--- config.mk ---
export PLATFORM = sky130hd
export DESIGN_NAME = link_credit_gate
export DESIGN_NICKNAME = d
export VERILOG_FILES = /design/src/rtl/lcg_pkg.sv /design/src/rtl/lcg_datapath.sv /design/src/rtl/lcg_ctrl.sv /design/src/rtl/link_credit_gate.sv
export SDC_FILE = /design/constraint.sdc
export NUM_CORES = 1
export LEC_CHECK = 0
export BUFFER_PORTS_ARGS = -buffer_cell sky130_fd_sc_hd__buf_2
export CAP_MARGIN = 0
export CORE_ASPECT_RATIO = 2
export CORE_MARGIN = 5
export CORE_UTILIZATION = 50
export CTS_BUF_LIST = sky130_fd_sc_hd__clkbuf_4
export DETAILED_ROUTE_END_ITERATION = 16
export PLACE_DENSITY = 0.77
export SLEW_MARGIN = 10
export SYNTH_ARGS = -nofsm -noshare
export SYNTH_HDL_FRONTEND = slang
export SYNTH_HIERARCHICAL = 1
export SYNTH_SLANG_ARGS = --single-unit
--- constraint.sdc ---
create_clock -name clk -period 4.9 [get_ports clk]
set_input_delay 0.49 -clock clk [delete_from_list [all_inputs] [get_ports clk]]
set_output_delay 0.49 -clock clk [all_outputs]
set_load 0.05 [all_outputs]
--- src/rtl/lcg_pkg.sv ---
package lcg_pkg;

  typedef struct packed {
    logic consume;
    logic loadLimit;
    logic receive;
    logic allocate;
    logic advertise;
  } lcgStrobes_t;

endpackage

--- src/rtl/lcg_datapath.sv ---
module lcg_datapath
  import lcg_pkg::*;
#(
  parameter int HDR_W   = 8,
  parameter int DAT_W   = 12,
  parameter int LEN_W   = 12,
  parameter int BPC     = 16,
  parameter int HDR_CAP = 16,
  parameter int DAT_CAP = 256
) (
  input  logic             clk,
  input  logic             rstN,
  input  lcgStrobes_t      strb,
  input  logic [LEN_W-1:0] txReqBytes,
  input  logic [HDR_W-1:0] updHdrLimit,
  input  logic [DAT_W-1:0] updDatLimit,
  input  logic [LEN_W-1:0] rxPktBytes,
  input  logic [HDR_W-1:0] rxFreeHdr,
  input  logic [DAT_W-1:0] rxFreeDat,
  output logic             hdrOk,
  output logic             datOk,
  output logic             freeNonZero,
  output logic [HDR_W-1:0] txHdrAvail,
  output logic [DAT_W-1:0] txDatAvail,
  output logic [HDR_W-1:0] rxHdrLimitOut,
  output logic [DAT_W-1:0] rxDatLimitOut,
  output logic [HDR_W-1:0] rxHdrRcvd,
  output logic [DAT_W-1:0] rxDatRcvd
);

  localparam int SHIFT = $clog2(BPC);
  localparam logic [HDR_W:0] HDR_HALF = (HDR_W+1)'(1) << (HDR_W-1);
  localparam logic [DAT_W:0] DAT_HALF = (DAT_W+1)'(1) << (DAT_W-1);
  localparam logic [HDR_W-1:0] HDR_ONE = HDR_W'(1);

  function automatic logic [DAT_W-1:0] creditsFor(input logic [LEN_W-1:0] bytes);
    logic [LEN_W:0] padded;
    padded = {1'b0, bytes} + (LEN_W+1)'(BPC - 1);
    return DAT_W'(padded >> SHIFT);
  endfunction

  logic [HDR_W-1:0] hdrSpent, hdrLimit, hdrAlloc, hdrRcvd;
  logic [DAT_W-1:0] datSpent, datLimit, datAlloc, datRcvd;
  logic [DAT_W-1:0] txNeed, rxNeed;
  logic [HDR_W-1:0] hdrGap;
  logic [DAT_W-1:0] datGap;

  assign txNeed = creditsFor(txReqBytes);
  assign rxNeed = creditsFor(rxPktBytes);

  // modular distance left after taking this request
  assign hdrGap = hdrLimit - (hdrSpent + HDR_ONE);
  assign datGap = datLimit - (datSpent + txNeed);
  assign hdrOk  = {1'b0, hdrGap} <= HDR_HALF;
  assign datOk  = {1'b0, datGap} <= DAT_HALF;

  assign freeNonZero = (rxFreeHdr != '0) || (rxFreeDat != '0);

  // transmit counters
  always_ff @(posedge clk or negedge rstN) begin
    if (!rstN) begin
      hdrSpent <= '0;
      datSpent <= '0;
      hdrLimit <= '0;
      datLimit <= '0;
    end else begin
      if (strb.consume) begin
        hdrSpent <= hdrSpent + HDR_ONE;
        datSpent <= datSpent + txNeed;
      end
      if (strb.loadLimit) begin
        hdrLimit <= updHdrLimit;
        datLimit <= updDatLimit;
      end
    end
  end

  // receive counters
  always_ff @(posedge clk or negedge rstN) begin
    if (!rstN) begin
      hdrAlloc <= HDR_W'(HDR_CAP);
      datAlloc <= DAT_W'(DAT_CAP);
      hdrRcvd  <= '0;
      datRcvd  <= '0;
    end else begin
      if (strb.allocate) begin
        hdrAlloc <= hdrAlloc + rxFreeHdr;
        datAlloc <= datAlloc + rxFreeDat;
      end
      if (strb.receive) begin
        hdrRcvd <= hdrRcvd + HDR_ONE;
        datRcvd <= datRcvd + rxNeed;
      end
    end
  end

  assign txHdrAvail    = hdrLimit - hdrSpent;
  assign txDatAvail    = datLimit - datSpent;
  assign rxHdrLimitOut = hdrAlloc;
  assign rxDatLimitOut = datAlloc;
  assign rxHdrRcvd     = hdrRcvd;
  assign rxDatRcvd     = datRcvd;

  // every send charges exactly one header credit
  p_send_one_hdr_r4: assert property (@(posedge clk) disable iff (!rstN)
    strb.consume |=> hdrSpent == $past(hdrSpent) + HDR_ONE);

  // an update becomes the granted limit
  p_limit_load_r2: assert property (@(posedge clk) disable iff (!rstN)
    strb.loadLimit |=> (hdrLimit == $past(updHdrLimit)) && (datLimit == $past(updDatLimit)));

  // each arriving packet takes one header credit
  p_rcv_hdr_r8: assert property (@(posedge clk) disable iff (!rstN)
    strb.receive |=> hdrRcvd == $past(hdrRcvd) + HDR_ONE);

  // offered totals move only on a free strobe
  p_alloc_still_r9: assert property (@(posedge clk) disable iff (!rstN)
    !strb.allocate |=> $stable(hdrAlloc) && $stable(datAlloc));

endmodule

--- src/rtl/lcg_ctrl.sv ---
module lcg_ctrl
  import lcg_pkg::*;
(
  input  logic        clk,
  input  logic        rstN,
  input  logic        txReqValid,
  input  logic        hdrOk,
  input  logic        datOk,
  input  logic        updValid,
  input  logic        rxPktValid,
  input  logic        rxFreeValid,
  input  logic        freeNonZero,
  output lcgStrobes_t strb,
  output logic        txReady,
  output logic        rxUpdValid
);

  logic advPending;

  assign txReady = txReqValid && hdrOk && datOk;

  always_comb begin
    strb           = '0;
    strb.consume   = txReady;
    strb.loadLimit = updValid;
    strb.receive   = rxPktValid;
    strb.allocate  = rxFreeValid;
    strb.advertise = rxFreeValid && freeNonZero;
  end

  // starts set so the capacities go out once after reset
  always_ff @(posedge clk or negedge rstN) begin
    if (!rstN) advPending <= 1'b1;
    else       advPending <= strb.advertise;
  end

  assign rxUpdValid = advPending;

  // a non-empty free is advertised on the next cycle
  p_adv_after_free_r9: assert property (@(posedge clk) disable iff (!rstN)
    (rxFreeValid && freeNonZero) |=> rxUpdValid);

  // no advertisement without a non-empty free
  p_no_idle_adv_r9: assert property (@(posedge clk) disable iff (!rstN)
    !(rxFreeValid && freeNonZero) |=> !rxUpdValid);

endmodule

--- src/rtl/link_credit_gate.sv ---
module link_credit_gate
  import lcg_pkg::*;
#(
  parameter int HDR_W   = 8,
  parameter int DAT_W   = 12,
  parameter int LEN_W   = 12,
  parameter int BPC     = 16,
  parameter int HDR_CAP = 16,
  parameter int DAT_CAP = 256
) (
  input  logic             clk,
  input  logic             rstN,
  input  logic             txReqValid,
  input  logic [LEN_W-1:0] txReqBytes,
  output logic             txReady,
  input  logic             updValid,
  input  logic [HDR_W-1:0] updHdrLimit,
  input  logic [DAT_W-1:0] updDatLimit,
  output logic [HDR_W-1:0] txHdrAvail,
  output logic [DAT_W-1:0] txDatAvail,
  input  logic             rxPktValid,
  input  logic [LEN_W-1:0] rxPktBytes,
  input  logic             rxFreeValid,
  input  logic [HDR_W-1:0] rxFreeHdr,
  input  logic [DAT_W-1:0] rxFreeDat,
  output logic             rxUpdValid,
  output logic [HDR_W-1:0] rxHdrLimitOut,
  output logic [DAT_W-1:0] rxDatLimitOut,
  output logic [HDR_W-1:0] rxHdrRcvd,
  output logic [DAT_W-1:0] rxDatRcvd
);

  lcgStrobes_t strb;
  logic hdrOk, datOk, freeNonZero;

  lcg_ctrl u_ctrl (
    .clk         (clk),
    .rstN        (rstN),
    .txReqValid  (txReqValid),
    .hdrOk       (hdrOk),
    .datOk       (datOk),
    .updValid    (updValid),
    .rxPktValid  (rxPktValid),
    .rxFreeValid (rxFreeValid),
    .freeNonZero (freeNonZero),
    .strb        (strb),
    .txReady     (txReady),
    .rxUpdValid  (rxUpdValid)
  );

  lcg_datapath #(
    .HDR_W(HDR_W), .DAT_W(DAT_W), .LEN_W(LEN_W), .BPC(BPC),
    .HDR_CAP(HDR_CAP), .DAT_CAP(DAT_CAP)
  ) u_dp (
    .clk           (clk),
    .rstN          (rstN),
    .strb          (strb),
    .txReqBytes    (txReqBytes),
    .updHdrLimit   (updHdrLimit),
    .updDatLimit   (updDatLimit),
    .rxPktBytes    (rxPktBytes),
    .rxFreeHdr     (rxFreeHdr),
    .rxFreeDat     (rxFreeDat),
    .hdrOk         (hdrOk),
    .datOk         (datOk),
    .freeNonZero   (freeNonZero),
    .txHdrAvail    (txHdrAvail),
    .txDatAvail    (txDatAvail),
    .rxHdrLimitOut (rxHdrLimitOut),
    .rxDatLimitOut (rxDatLimitOut),
    .rxHdrRcvd     (rxHdrRcvd),
    .rxDatRcvd     (rxDatRcvd)
  );

  // a held request leaves the available credits untouched
  p_blocked_holds_r4: assert property (@(posedge clk) disable iff (!rstN)
    (txReqValid && !txReady && !updValid) |=> $stable(txHdrAvail) && $stable(txDatAvail));

  // nothing is sent without a pending request
  p_ready_needs_req_r3: assert property (@(posedge clk) disable iff (!rstN)
    !txReqValid |-> !txReady);

endmodule

==> out/results.txt <==
Clock Latency Late Sink -> 450 ps
Clock transition at path regs -> 140 ps
Total Die Area -> 15700 um2
Grt ovf -> 0
Final hold violations -> 0
Area contributors post-synth -> dfrtp_1 (30%), ha_1 (14%), xnor2_1 (7.3%)
Buffers & Inverters on Critical Path -> 5
Clock Skew -> 23.5 ps
Yosys synthesis warning count -> 6
Pin count of the biggest net entering global routing -> 58
DP HPWL -> 13300 um
Fin nets -> 1026
Slew Viols, Final -> 0
Async SR Flop Fraction -> 100%
Sequential area share after synthesis -> 30.8%
Site row count -> 59
Worst setup SP type -> input port
Worst hold path type -> in -> reg
CTS tree -> done
Max Clk Rate -> 197 MHz
Port bufs -> 131
Final number of setup-violating endpoints -> 1
Via density -> 5.58
Synthesized Nets -> 854
Final Critical Period -> 5080 ps
Register Area -> 2030 um2
Clk buf depth -> 2
CP max stage cell -> or4_4
Top FF cell, synth -> dfrtp_1
Syn Inst Count -> 702
Number of H-tree levels -> 3
Ordered list of cells on the worst path -> buf_6 > or4_4 > and2_4 > buf_4 > nand4_1 > nor2_4 > nand2_2 > xnor2_2 > ha_2 > o21a_1 > nor2_2 > a21oi_2 > xnor2_2 > ha_1 > buf_6 > buf_6 > nand2_2 > a311o_1 > nor4_2 > o211ai_1 > nand3b_1 > and3_4 > buf_8
Worst Setup End Kind -> output pin
Detailed-route via count -> 5762
CTS Buf Count -> 9
Slew @ Worst Pin -> 775 ps
Starting Density -> 50.8%
TritonCTS Sinks -> 81
Setup CP Type -> in -> out
CP peak stage delay -> 520 ps
Overall routed net length -> 17000 um
Critical Path RT -> 4410 ps
Area share of the largest cell type after synthesis -> 29.6%
Initial DRC count -> 154
Post-synthesis average cell area -> 9.41 um2
Fillers -> 1121
Crit share post-route -> 104%
# IOs -> 132
Global-route wire length before repair -> 27300 um
Arr. time, crit path -> 4590 ps
Clock root buffer -> clkbuf_4
Slew HR -> 48.3%
Outcome -> finished with violations
Failing checks -> setup timing
Most area-hungry cell type in the Yosys netlist -> dfrtp_1
Multi-input gate area -> 4470 um2
Initial antenna violation count -> 2
Layout cells sized above 1 -> 31.9%
Final Instance Count excl. Fillers -> 1032
Post-synthesis cell type count -> 66
RSZ-0062 raised after global routing -> yes
Seq cells post-synth -> 81
Final ANT Viol Nets -> 0
Total track usage -> 21.1%
Final Wtd Congestion -> 0.852
Number of flops mapped to enable cells by yosys -> 0
TritonRoute pass-1 iters -> 6
Wire per inst -> 16.5 um
Critical path peak fanout -> 6
Vias in the first global route -> 6140
Placed insts -> 1005
Die height -> 173 um
Crit-path leading delay family -> simple AND/OR/NAND/NOR gates
Final WS setup -> -184 ps
Layout area overhead -> 22.8%
CP dominant cell by count -> buf_6
Total core area -> 13000 um2
DR DRC count -> 0
Netlist Area Pre-Place -> 6600 um2
Synth top cells by count -> dfrtp_1 (78), ha_1 (74), inv_1 (58)
Horiz. Die Dim -> 91.3 um
Max-cap violation count -> 0
Most numerous cell in the Yosys netlist -> dfrtp_1
[cell type report]
| type | instances | area share (%) |
|---|---|---|
| Clock inverter | 4 | 0.555 |
| Tap cell | 152 | 2.35 |
| Timing Repair Buffer | 180 | 13.2 |
| Antenna cell | 1 | 0.0309 |
| Multi-Input combinational cell | 544 | 55.1 |
| Clock buffer | 12 | 1.11 |
| Inverter | 58 | 2.68 |
| Sequential cell | 81 | 25.0 |
[sequential cells by signal, indices dropped and copies added, names as in the netlist]
register            cells
u_dp/rxDatLimitOut     12
u_dp/datLimit          12
u_dp/rxHdrRcvd          8
u_dp/datSpent          12
u_dp/rxDatRcvd         12
u_dp/rxHdrLimitOut      8
u_dp/hdrSpent           8
u_ctrl/rxUpdValid       1
u_dp/hdrLimit           8
[through the flow]
stage / hold WS (ps) / utilization [%] / setup slack (ps) / TNS (ps) / cell area (um2)
floorplan: 194 / - / -138 / -1070 / 6650
global placement: 421 / 59.1 / -432 / -4960 / 7680
detailed placement: 421 / 59.1 / -557 / -7970 / 7680
CTS: 219 / 61.0 / -194 / -194 / 7930
global route: 225 / 62.4 / -397 / -471 / 8110
finish: 248 / 62.4 / -184 / -184 / 8110
[worst register-to-register path, stage by stage, from the launching register on]
cell	delay, ps
dfrtp_1	460
ha_4	170
inv_2	30
fa_2	340
nor2b_2	130
o21ai_2	80
a21oi_2	190
o21ai_4	100
a21oi_2	180
xnor2_2	100
ha_1	360
buf_6	130
buf_6	110
nand2_2	70
a311o_1	360
nor4_2	250
o211ai_1	120
nand3b_1	110
and3_4	200
buf_4	120
buf_6	100
nand2_2	60
nor3_2	200
xor2_1	160
[cells in the final DEF (no fill, tap or decap), drive strengths merged, types with 3 or more instances in the layout]
cell     count
nand2       45
or4          3
o31ai        4
a22oi        3
inv         58
a21o        12
o21ai       30
and3         8
o21a        13
nor3        16
nand2b      11
ha          74
a21oi       29
nand4        8
clkbuf      12
buf        179
mux2i       11
o211ai       8
dfrtp       78
a31oi        5
nor2        41
mux2        36
a21boi       3
a211oi       4
xor2        30
or3          5
nor4         8
xnor2       55
nor2b       16
o2111ai      3
and2         5
dfstp        3
o21bai       3
nor3b        3
nand3       16
fa           8
[worst paths after layout]
check                      slack [ps]                     end  cells past startpoint                   start
max                              -180                 txReady                     23           txReqBytes[2]
min                               250        u_dp/datLimit[0]                      3          updDatLimit[0]
max reg2reg                       710       u_dp/datSpent[11]                     23        u_dp/datSpent[0]
min reg2reg                       480  u_dp/rxDatLimitOut[11]                      1  u_dp/rxDatLimitOut[11]
max in group asynchronous        3330   u_dp/rxDatLimitOut[5]                      3                    rstN
min in group asynchronous         490       u_dp/datSpent[10]                      2                    rstN
[layer usage]
| metal | wire length, um | part of all wire (%) | vias to the layer above | GRT usage, % |
|---|---|---|---|---|
| li1 | - | - | 2820 | - |
| met1 | 5880 | 35 | 2759 | 19.5 |
| met2 | 9700 | 57 | 132 | 41.7 |
| met3 | 686 | 4.0 | 49 | 4.20 |
| met4 | 756 | 4.4 | 2 | 10.3 |
| met5 | 13 | 0.076 | - | 0 |
[logic make-up after synthesis]
group / synth area share [%]
AO/OA/AOI/OAI: 14.0
multiplexers: 7.81
adder cells (fa/ha/maj): 16.4
flip-flops: 30.8
buffers and inverters: 4.74
AND/OR/NAND/NOR: 15.0
XOR/XNOR: 11.3
[what timing repair did]
action                                  in CTS  in global routing
pin swaps                                   20                 16
hold buffers                                 1                  0
endpoints found under the setup margin       1                 21
hold endpoints to repair                    24                  0
setup buffers                                5                  4
gates resized for setup                     18                 29
Power is not shown: default switching activity piles up to over one toggle a cycle in this logic, so the estimate is an artifact.
